$ cat config.mk
export PLATFORM = sky130hd
export DESIGN_NAME = pgwalk_top
export DESIGN_NICKNAME = d
export VERILOG_FILES = /design/src/rtl/pgwalk_pkg.sv /design/src/rtl/pgwalk_base.sv /design/src/rtl/pgwalk_addr.sv /design/src/rtl/pgwalk_ctrl.sv /design/src/rtl/pgwalk_top.sv
export SDC_FILE = /design/constraint.sdc
export NUM_CORES = 1
export LEC_CHECK = 0
export BUFFER_PORTS_ARGS = -buffer_cell sky130_fd_sc_hd__buf_2
export CORE_MARGIN = 2
export CORE_UTILIZATION = 41
export DETAILED_ROUTE_END_ITERATION = 7
export GPL_ROUTABILITY_DRIVEN = 0
export PLACE_DENSITY = 0.66
export REMOVE_ABC_BUFFERS = 1
export SETUP_SLACK_MARGIN = 0.3
export SLEW_MARGIN = 20
export SYNTH_ARGS = -nofsm -noshare
export SYNTH_HDL_FRONTEND = slang
export SYNTH_SLANG_ARGS = --single-unit
$ cat constraint.sdc
create_clock -name clk -period 3.1 [get_ports clk]
set_clock_uncertainty 0.2 [all_clocks]
set_input_delay 0.31 -clock clk [delete_from_list [all_inputs] [get_ports clk]]
set_output_delay 0.31 -clock clk [all_outputs]
set_load 0.02 [all_outputs]
$ cat src/rtl/pgwalk_pkg.sv
package pgwalk_pkg;

  typedef enum logic [2:0] {
    WK_IDLE,
    WK_DIR_REQ,
    WK_DIR_WAIT,
    WK_TBL_REQ,
    WK_TBL_WAIT,
    WK_REPLY
  } walk_state_e;

  typedef enum logic {
    LVL_DIR = 1'b0,
    LVL_TBL = 1'b1
  } walk_lvl_e;

endpackage

$ cat src/rtl/pgwalk_base.sv
module pgwalk_base #(
  parameter int          PA_W     = 32,
  parameter logic [31:0] BASE_RST = 32'h0
) (
  input  logic            clk,
  input  logic            rst_n,
  input  logic            wr_en,
  input  logic [PA_W-1:0] wr_data,
  input  logic            idle,
  output logic [PA_W-1:0] base_q
);

  // Writes land only when no walk is running; others are dropped.
  always_ff @(posedge clk) begin
    if (!rst_n) begin
      base_q <= PA_W'(BASE_RST);
    end else if (wr_en && idle) begin
      base_q <= wr_data;
    end
  end

endmodule

$ cat src/rtl/pgwalk_addr.sv
module pgwalk_addr #(
  parameter int  VA_W   = 31,
  parameter int  PA_W   = 32,
  parameter int  OFF_W  = 9,
  parameter int  PTE_LG = 2,
  localparam int TBL_W  = OFF_W - PTE_LG,
  localparam int DIR_W  = VA_W - OFF_W - TBL_W,
  localparam int LO_W   = OFF_W + TBL_W,
  localparam int FRM_W  = PA_W - OFF_W
) (
  input  logic [DIR_W-1:0] dir_idx,
  input  logic [PA_W-1:0]  base,
  input  logic [LO_W-1:0]  held_lo,
  input  logic [FRM_W-1:0] frame,
  output logic [PA_W-1:0]  dir_addr,
  output logic [PA_W-1:0]  tbl_addr,
  output logic [PA_W-1:0]  phys_addr
);

  logic [DIR_W+PTE_LG-1:0] dir_byte_off;
  logic [TBL_W-1:0]        tbl_idx;
  logic [OFF_W-1:0]        page_off;

  assign dir_byte_off = {dir_idx, {PTE_LG{1'b0}}};
  assign tbl_idx      = held_lo[LO_W-1:OFF_W];
  assign page_off     = held_lo[OFF_W-1:0];

  // Directory may sit anywhere, so it needs an adder.
  assign dir_addr  = base + (PA_W)'(dir_byte_off);
  // A table fills one page, so its entry address is pure concatenation.
  assign tbl_addr  = {frame, tbl_idx, {PTE_LG{1'b0}}};
  assign phys_addr = {frame, page_off};

endmodule

$ cat src/rtl/pgwalk_ctrl.sv
module pgwalk_ctrl
  import pgwalk_pkg::*;
(
  input  logic clk,
  input  logic rst_n,
  input  logic req_valid,
  output logic req_ready,
  output logic mem_req_valid,
  input  logic mem_req_ready,
  input  logic mem_rsp_valid,
  output logic mem_rsp_ready,
  input  logic entry_present,
  output logic rsp_valid,
  input  logic rsp_ready,
  output logic take_req,
  output logic take_frame,
  output logic take_fault,
  output logic sel_tbl
);

  walk_state_e state_q, state_d;

  always_comb begin
    state_d    = state_q;
    take_req   = 1'b0;
    take_frame = 1'b0;
    take_fault = 1'b0;
    unique case (state_q)
      WK_IDLE: begin
        if (req_valid) begin
          take_req = 1'b1;
          state_d  = WK_DIR_REQ;
        end
      end
      WK_DIR_REQ: begin
        if (mem_req_ready) state_d = WK_DIR_WAIT;
      end
      WK_DIR_WAIT: begin
        if (mem_rsp_valid) begin
          if (entry_present) begin
            take_frame = 1'b1;
            state_d    = WK_TBL_REQ;
          end else begin
            take_fault = 1'b1;
            state_d    = WK_REPLY;
          end
        end
      end
      WK_TBL_REQ: begin
        if (mem_req_ready) state_d = WK_TBL_WAIT;
      end
      WK_TBL_WAIT: begin
        if (mem_rsp_valid) begin
          take_frame = entry_present;
          take_fault = !entry_present;
          state_d    = WK_REPLY;
        end
      end
      WK_REPLY: begin
        if (rsp_ready) state_d = WK_IDLE;
      end
      default: state_d = WK_IDLE;
    endcase
  end

  always_ff @(posedge clk) begin
    if (!rst_n) state_q <= WK_IDLE;
    else        state_q <= state_d;
  end

  assign req_ready     = (state_q == WK_IDLE);
  assign mem_req_valid = (state_q == WK_DIR_REQ) || (state_q == WK_TBL_REQ);
  assign mem_rsp_ready = (state_q == WK_DIR_WAIT) || (state_q == WK_TBL_WAIT);
  assign rsp_valid     = (state_q == WK_REPLY);
  assign sel_tbl       = (state_q == WK_TBL_REQ) || (state_q == WK_TBL_WAIT);

endmodule

$ cat src/rtl/pgwalk_top.sv
module pgwalk_top
  import pgwalk_pkg::*;
#(
  parameter int          VA_W     = 31,
  parameter int          PA_W     = 32,
  parameter int          OFF_W    = 9,
  parameter int          PTE_W    = 32,
  parameter logic [31:0] BASE_RST = 32'h0
) (
  input  logic             clk,
  input  logic             rst_n,
  input  logic             base_we,
  input  logic [PA_W-1:0]  base_wdata,
  input  logic             req_valid,
  output logic             req_ready,
  input  logic [VA_W-1:0]  req_vaddr,
  output logic             rsp_valid,
  input  logic             rsp_ready,
  output logic [PA_W-1:0]  rsp_paddr,
  output logic             rsp_fault,
  output logic             rsp_fault_lvl,
  output logic             mem_req_valid,
  input  logic             mem_req_ready,
  output logic [PA_W-1:0]  mem_req_addr,
  input  logic             mem_rsp_valid,
  output logic             mem_rsp_ready,
  input  logic [PTE_W-1:0] mem_rsp_data
);

  localparam int PTE_LG = $clog2(PTE_W / 8);
  localparam int TBL_W  = OFF_W - PTE_LG;
  localparam int DIR_W  = VA_W - OFF_W - TBL_W;
  localparam int LO_W   = OFF_W + TBL_W;
  localparam int FRM_W  = PA_W - OFF_W;

  logic [PA_W-1:0]  base_q;
  logic             take_req, take_frame, take_fault, sel_tbl;
  logic             entry_present;
  logic [FRM_W-1:0] entry_frame;
  logic [LO_W-1:0]  va_lo_q;
  logic [PA_W-1:0]  dir_addr_q;
  logic [FRM_W-1:0] frame_q;
  logic             fault_q;
  walk_lvl_e        lvl_q;
  logic [PA_W-1:0]  dir_addr_c, tbl_addr_c, phys_c;
  logic             unused_pte_bits;

  assign entry_present   = mem_rsp_data[0];
  assign entry_frame     = mem_rsp_data[PTE_W-1 -: FRM_W];
  assign unused_pte_bits = ^mem_rsp_data[PTE_W-FRM_W-1:1];

  pgwalk_base #(.PA_W(PA_W), .BASE_RST(BASE_RST)) u_base (
    .clk     (clk),
    .rst_n   (rst_n),
    .wr_en   (base_we),
    .wr_data (base_wdata),
    .idle    (req_ready),
    .base_q  (base_q)
  );

  pgwalk_ctrl u_ctrl (
    .clk           (clk),
    .rst_n         (rst_n),
    .req_valid     (req_valid),
    .req_ready     (req_ready),
    .mem_req_valid (mem_req_valid),
    .mem_req_ready (mem_req_ready),
    .mem_rsp_valid (mem_rsp_valid),
    .mem_rsp_ready (mem_rsp_ready),
    .entry_present (entry_present),
    .rsp_valid     (rsp_valid),
    .rsp_ready     (rsp_ready),
    .take_req      (take_req),
    .take_frame    (take_frame),
    .take_fault    (take_fault),
    .sel_tbl       (sel_tbl)
  );

  pgwalk_addr #(.VA_W(VA_W), .PA_W(PA_W), .OFF_W(OFF_W), .PTE_LG(PTE_LG)) u_addr (
    .dir_idx   (req_vaddr[VA_W-1 -: DIR_W]),
    .base      (base_q),
    .held_lo   (va_lo_q),
    .frame     (frame_q),
    .dir_addr  (dir_addr_c),
    .tbl_addr  (tbl_addr_c),
    .phys_addr (phys_c)
  );

  // The directory address is fixed at acceptance, so a same-cycle base
  // write cannot leak into the walk in progress.
  always_ff @(posedge clk) begin
    if (!rst_n) begin
      va_lo_q    <= '0;
      dir_addr_q <= '0;
      frame_q    <= '0;
      fault_q    <= 1'b0;
      lvl_q      <= LVL_DIR;
    end else begin
      if (take_req) begin
        va_lo_q    <= req_vaddr[LO_W-1:0];
        dir_addr_q <= dir_addr_c;
        fault_q    <= 1'b0;
        lvl_q      <= LVL_DIR;
      end
      if (take_frame) frame_q <= entry_frame;
      if (take_fault) begin
        fault_q <= 1'b1;
        lvl_q   <= sel_tbl ? LVL_TBL : LVL_DIR;
      end
    end
  end

  assign mem_req_addr  = sel_tbl ? tbl_addr_c : dir_addr_q;
  assign rsp_paddr     = fault_q ? '0 : phys_c;
  assign rsp_fault     = fault_q;
  assign rsp_fault_lvl = (lvl_q == LVL_TBL);

endmodule

==> results of run 1 <==
-- worst max path at each step --
stage,startpoint,end,depth (start not counted)
after floorplan,u_ctrl.state_q[1],mem_req_addr[10],3
after global placement,u_ctrl.state_q[1],mem_req_addr[8],4
after detailed placement,req_vaddr[16],dir_addr_q[26],11
after CTS,u_ctrl.state_q[0],mem_req_addr[8],6
after global routing,u_base.base_q[2],dir_addr_q[28],10
final,u_ctrl.state_q[0],mem_req_addr[11],6
-- sequential cells by signal (all words and copies together) (netlist names) --
name / flops
dir_addr_q: 32
u_base.base_q: 32
frame_q: 23
va_lo_q: 16
u_ctrl.state_q: 3
rsp_fault: 1
rsp_fault_lvl: 1
-- cell usage in the layout (no fill, tap or decap), types with 3 or more instances in the layout --
| cell type | synthesis | layout |
|---|---|---|
| a211oi_1 | 5 | 5 |
| a21boi_0 | 77 | 77 |
| a21o_1 | 6 | 6 |
| a21oi_1 | 31 | 31 |
| a31oi_1 | 4 | 4 |
| and2_1 | 12 | 11 |
| and3_1 | 5 | 5 |
| buf_2 | 7 | 163 |
| buf_4 | 1 | 14 |
| bufinv_16 | 0 | 3 |
| clkbuf_16 | 0 | 9 |
| dfxtp_1 | 108 | 107 |
| dlygate4sd3_1 | 0 | 36 |
| ha_1 | 15 | 15 |
| inv_1 | 10 | 10 |
| mux2_2 | 30 | 30 |
| nand2_1 | 180 | 179 |
| nand3_1 | 19 | 19 |
| nand4_1 | 3 | 3 |
| nor2_1 | 11 | 11 |
| nor2b_1 | 35 | 35 |
| nor3_1 | 3 | 3 |
| nor3b_1 | 3 | 3 |
| o211ai_1 | 4 | 4 |
| o21a_1 | 3 | 3 |
| o21ai_0 | 35 | 35 |
| xnor2_1 | 14 | 14 |
| xor2_1 | 9 | 9 |
-- synth_stat cells, drive strengths merged (2+ instances only) --
library cell	n	area, µm²
dfxtp	108	2160
nand4	3	18.8
a21oi	31	155
inv	10	37.5
mux2i	2	20.0
o21ai	36	180
nor3	3	15.0
clkbuf	36	135
and3	6	38.8
a21boi	77	578
and2	14	88.8
mux2	30	338
xnor2	14	123
nor2b	35	219
ha	15	188
a21o	7	53.8
nor4b	2	17.5
a31oi	5	46.3
o311ai	2	17.5
and4	2	18.8
a211oi	5	37.5
o21a	3	22.5
o2111ai	3	32.5
nor3b	3	22.5
xor2	9	78.8
o211ai	4	30.0
nand2b	2	12.5
buf	10	65.1
nor2	11	41.3
nand2	180	676
nand3	19	95.1
-- stage by stage --
stage               cell area [µm²]  setup slack, ns  utilization [%]  std cells
finish                         7420            0.470             54.1       1067
global route                   7420            0.314             54.1       1067
CTS                            7420            0.443             54.1       1067
detailed placement             6660            0.445             48.5       1009
floorplan                      5500            0.103                -        655
global placement               6660            0.425             48.5       1009
-- layout make-up --
| type | instances | area [µm²] |
|---|---|---|
| flip-flops and latches | 108 | 2160 |
| well taps | 180 | 225 |
| clock inverters | 5 | 100 |
| repair buffers | 215 | 1320 |
| multi-input cells | 538 | 3340 |
| fillers | 1364 | 6300 |
| inverters | 10 | 37.5 |
| clock buffers | 11 | 233 |
-- power groups by stage --
| stage | clock network [µW] | registers [µW] | logic (µW) |
|---|---|---|---|
| 2_1_floorplan | 0 | 1770 | 1140 |
| 3_3_place_gp | 0 | 1830 | 1690 |
| 3_5_place_dp | 0 | 1830 | 1690 |
| 4_1_cts | 1330 | 1800 | 1780 |
| 5_1_grt | 1400 | 1830 | 1970 |
| 6_report | 1300 | 1800 | 1770 |
-- routing by layer --
layer,wire length (µm),part of all wire [%]
met1,7570,50
met2,6860,45
met3,491,3.2
met4,225,1.5
met5,0,0
-- critical path, stage by stage (launching register included) --
cell and delay, ns:
dfxtp_1 0.39, inv_1 0.21, nand3_1 0.29, o21ai_4 0.16, buf_12 0.19, mux2_2 0.36
buf_2 0.17
-- cells by family after synthesis --
family / synth area share [%]
mux: 6.27
buf+inv: 4.17
compound gates: 21.6
fa+ha+maj: 3.64
flops: 37.9
xor+xnor: 3.53
simple gates: 22.8
-- timing repair --
item,4_1_cts,5_1_grt
buffers inserted,5,0
endpoints found under the hold margin,36,0
hold buffers,36,0
setup endpoints to repair,30,0
resized for setup,2,0
==> results.py, run 1 <==
metrics = {
    "global_routing": {
        "grt.busiest_layer": "met2",
        "antenna_found_initial": 0,
        "grt_max_degree": 51,
        "grt_remaining_overflow": 0,
        "grt_use_met2_pct": 33.3,
        "grt_pass1_wl_um": 24200,
        "use_met1_pct": 28.3,
        "met3_usage_pct": 2.72,
        "grt_use_total_pct": 20.6,
        "grt_pass1_vias": 4899,
    },
    "synthesis": {
        "synth.distinct_cells": 55,
        "synth-edff-count": 0,
        "syn_area_um2": 5700,
        "async_reset_ff_share_pct": 0,
        "synth_seq_cells": 108,
        "ys_seq_area_share_pct": 37.9,
        "ys.flop_type": "dfxtp_1",
        "yosys_warnings": 0,
        "synthCells": 701,
        "syn_avg_cell_area_um2": 8.14,
    },
    "die": {
        "die-area_um2": 14900,
        "die_w_um": 122,
        "rows": 43,
        "ios": 172,
        "dieHeight_um": 122,
        "core-area_um2": 13700,
        "start_util_pct": 41.6,
    },
    "worst_setup_path": {
        "reg2reg_to": "dir_addr_q[28]",
        "endpoint_kind": "output pin",
        "arrival_ns": 2.12,
        "r2r_slack_ns": 0.55,
        "worst-setup-path-type": "reg2out",
        "r2r_start": "u_base.base_q[2]",
        "required_ns": 2.59,
        "crit_fanout": 17,
        "worstSetupStartpointType": "flop",
        "worst-r2r-cell-count": 10,
    },
    "flow_run": {
        "maxCapViolCount": 0,
    },
    "power": {
        "p_int_uw": 3120,
        "combinationalPowerShare_pct": 36.3,
        "power_density_nw_per_um2": 657,
        "leakagePower_uw": 0.00321,
        "share_seq_of_total_power_pct": 37.0,
        "p_switching_uw": 1750,
        "switching_share_pct": 36.0,
        "ir_worst_vdd_mv": 0.344,
        "clockPowerShare_pct": 26.7,
        "p_total_uw": 4870,
    },
    "placed_design": {
        "dpl.hpwl_um": 10200,
        "port_buffers": 163,
    },
    "finish": {
        "diodes": 0,
        "syn_to_final_growth_pct": 30.0,
        "nets": 1000,
        "drive_gt1_share_pct": 26.6,
    },
    "drt": {
        "ant_nets": 0,
        "drcViolationCount": 0,
        "viasPerCell": 4.90,
        "avgRoutedWirePerCell_um": 14.2,
        "drt_iter0_drc": 349,
        "num_vias": 5223,
        "routed_wl_um": 15200,
        "dr.pass1.iters": 4,
    },
    "worst_hold_path": {
        "hold_class": "in2reg",
        "holdPathStages": 3,
        "min-delay-start": "base_wdata[1]",
        "whs_endpoint": "u_base.base_q[1]",
    },
    "timing": {
        "setup_viol": 0,
        "max_slew_margin_pct": 33.1,
        "hold_viol": 0,
        "grt_setup_unrepaired": "false",
        "tns_ns": 0,
        "fin_crit_sh_pct": 84.8,
        "max_freq_ghz": 0.380,
        "min_period_ns": 2.63,
        "finalMaxSlewViolations": 0,
        "worstMarginPinSlew_ns": 1.00,
        "whs_ns": 0.00582,
    },
    "cts": {
        "clock_sinks": 108,
        "htreeDepth": 3,
        "cts_buffer_depth": 2,
        "cts.clk_slew.worst_paths_ns": 0.07,
        "cts_made_buffers": 9,
        "clockRootBuffer": "clkbuf_16",
        "clk_latency_ns": 0.35,
        "cts_tree": "yes",
    },
    "run_status": {
        "status": "complete, no violations",
    },
}
Power figures use the tool's default switching activity.
==> inputs of run 2 (changes only) <==
==> constraint.sdc (replaced) <==
create_clock -name clk -period 2.55 [get_ports clk]
set_clock_uncertainty 0.2 [all_clocks]
set_input_delay 0.255 -clock clk [delete_from_list [all_inputs] [get_ports clk]]
set_output_delay 0.255 -clock clk [all_outputs]
set_load 0.02 [all_outputs]
==> run 2 against run 1 <==
Effect of this change:
- critical path depth up 2
- power grew 30%
- final cell count increased by 7.0%
- combinational power is 60% higher
- register-to-register slack worse by 0.44 ns
- non-clock buffer count increased by 76
==> results.py, run 2 (same netlist as run 1, synthesis figures left out) <==
metrics = {
    "cts": {
        "cts.clk_slew.worst_paths_ns": 0.07,
        "cts_tree": "yes",
        "clk_latency_ns": 0.35,
        "htreeDepth": 3,
        "clockRootBuffer": "clkbuf_16",
        "clock_sinks": 108,
        "cts_buffer_depth": 2,
        "cts_made_buffers": 9,
    },
    "die": {
        "rows": 43,
        "ios": 172,
        "die_w_um": 122,
        "start_util_pct": 41.6,
        "core-area_um2": 13700,
        "dieHeight_um": 122,
        "die-area_um2": 14900,
    },
    "worst_setup_path": {
        "arrival_ns": 2.53,
        "critPathTopFamily": "compound AO/OA/AOI/OAI gates",
        "crit_buf_inv": 0,
        "slowest_stage": "or4_4",
        "worstSetupStartpointType": "flop",
        "crit_fanout": 6,
        "path_cells": "ha_4 -> o211ai_1 -> o21a_1 -> or4_4 -> a31oi_4 -> o2111ai_2 -> xor2_1 -> a21oi_1",
        "worst-setup-path-type": "reg2reg",
        "required_ns": 2.63,
        "cpPeakStageDelay_ns": 0.51,
        "endpoint_kind": "flop",
    },
    "drt": {
        "avgRoutedWirePerCell_um": 14.8,
        "routed_wl_um": 16900,
        "dr.pass1.iters": 5,
        "drt_iter0_drc": 319,
        "viasPerCell": 4.99,
        "num_vias": 5702,
        "ant_nets": 0,
        "drcViolationCount": 0,
    },
    "timing": {
        "max_slew_margin_pct": 53.6,
        "finalMaxSlewViolations": 0,
        "worstMarginPinSlew_ns": 0.687,
        "fin_crit_sh_pct": 95.7,
        "tns_ns": 0,
        "min_period_ns": 2.44,
        "hold_viol": 0,
        "max_freq_ghz": 0.410,
        "setup_viol": 0,
        "setup_ws_ns": 0.109,
        "grt_setup_unrepaired": "true",
    },
    "flow_run": {
        "maxCapViolCount": 0,
    },
    "finish": {
        "fill_cells": 1172,
        "drive_gt1_share_pct": 33.4,
        "fin_area_um2": 8630,
        "final_cells": 1142,
        "diodes": 0,
        "reg_top3": "dir_addr_q x32, u_base.base_q x32, frame_q x23",
        "layout_commonest_cell": "nand2_1",
        "final_cell_mix": "nand2_1, buf_2, dfxtp_1",
        "nets": 1075,
        "syn_to_final_growth_pct": 51.4,
    },
    "placed_design": {
        "placed_cell_area_um2": 6810,
        "dpl.hpwl_um": 10400,
        "dp_cells": 1028,
        "place_ws_ns": 0.0242,
        "port_buffers": 163,
    },
    "power": {
        "ir_worst_vdd_mv": 0.346,
        "power_density_nw_per_um2": 735,
        "leakagePower_uw": 0.00366,
    },
    "global_routing": {
        "grt_pass1_wl_um": 26400,
        "grt_use_total_pct": 22.2,
        "grt_pass1_vias": 5417,
        "grt_remaining_overflow": 0,
        "antenna_found_initial": 0,
        "grt_max_degree": 44,
    },
    "run_status": {
        "status": "complete, no violations",
    },
    "worst_hold_path": {
        "hold_class": "in2reg",
    },
}
==> run 2: cell count changes in the layout (fill, tap and decap cells not counted), sizes merged, moves of 3 or more <==
cell | before | now
dlygate4sd3 | 36 | 71
bufinv | 3 | 0
buf | 179 | 220
clkinvlp | 0 | 3
==> run 2: metal layers <==
metal | up-vias | wire, µm | share of wire, % | global-route usage (%)
li1 | 2913 | - | - | -
met1 | 2611 | 7710 | 46 | 29.6
met2 | 150 | 8150 | 48 | 37.3
met3 | 28 | 703 | 4.2 | 2.81
met4 | 0 | 328 | 1.9 | 7.04
met5 | - | 0 | 0 | 0
==> run 2: tightest hold or removal path, cell delays in order <==
cell and delay [ns]:
buf_2 0.09, a211oi_1 0.07, o21a_1 0.16
==> run 2: per-stage QoR <==
step                hold slack, ns  utilization [%]  power [µW]
floorplan                    0.173                -        3540
global route                0.0770             62.9        6730
CTS                         0.0459             61.2        6210
finish                      0.0588             62.9        6350
detailed placement           0.252             49.6        4370
global placement             0.247             49.6        4360
==> run 2: final timing paths <==
| check | startpoint | end | slack (ns) | depth (start not counted) |
|---|---|---|---|---|
| max reg2reg | u_base.base_q[6] | dir_addr_q[27] | 0.11 | 8 |
| min reg2reg | va_lo_q[7] | va_lo_q[7] | 0.26 | 2 |
| min | rsp_ready | u_ctrl.state_q[2] | 0.06 | 3 |
| max | u_base.base_q[6] | dir_addr_q[27] | 0.11 | 8 |
==> run 2: area by class of cell <==
type                    count  area, µm²  share of cell area (%)
repair buffers            291       2270                    26.3
inverters                  10       42.5                   0.493
flip-flops and latches    108       2180                    25.2
clock buffers              10        229                    2.65
clock inverters             6       41.3                   0.478
multi-input cells         537       3650                    42.2
well taps                 180        225                    2.61
==> run 2: where the power goes <==
part | internal (µW) | switching (µW) | total (µW)
logic | 1350 | 1480 | 2840
registers | 1980 | 226 | 2210
clock network | 662 | 644 | 1310
total | 4000 | 2350 | 6350
==> run 2: what timing repair did <==
action / in CTS / in global routing
endpoints found under the hold margin: 71 / 0
hold buffers: 71 / 0
pin swaps: 21 / 27
resized for setup: 91 / 57
gates cloned: 4 / 0
buffers inserted: 20 / 3
setup endpoints to repair: 50 / 54
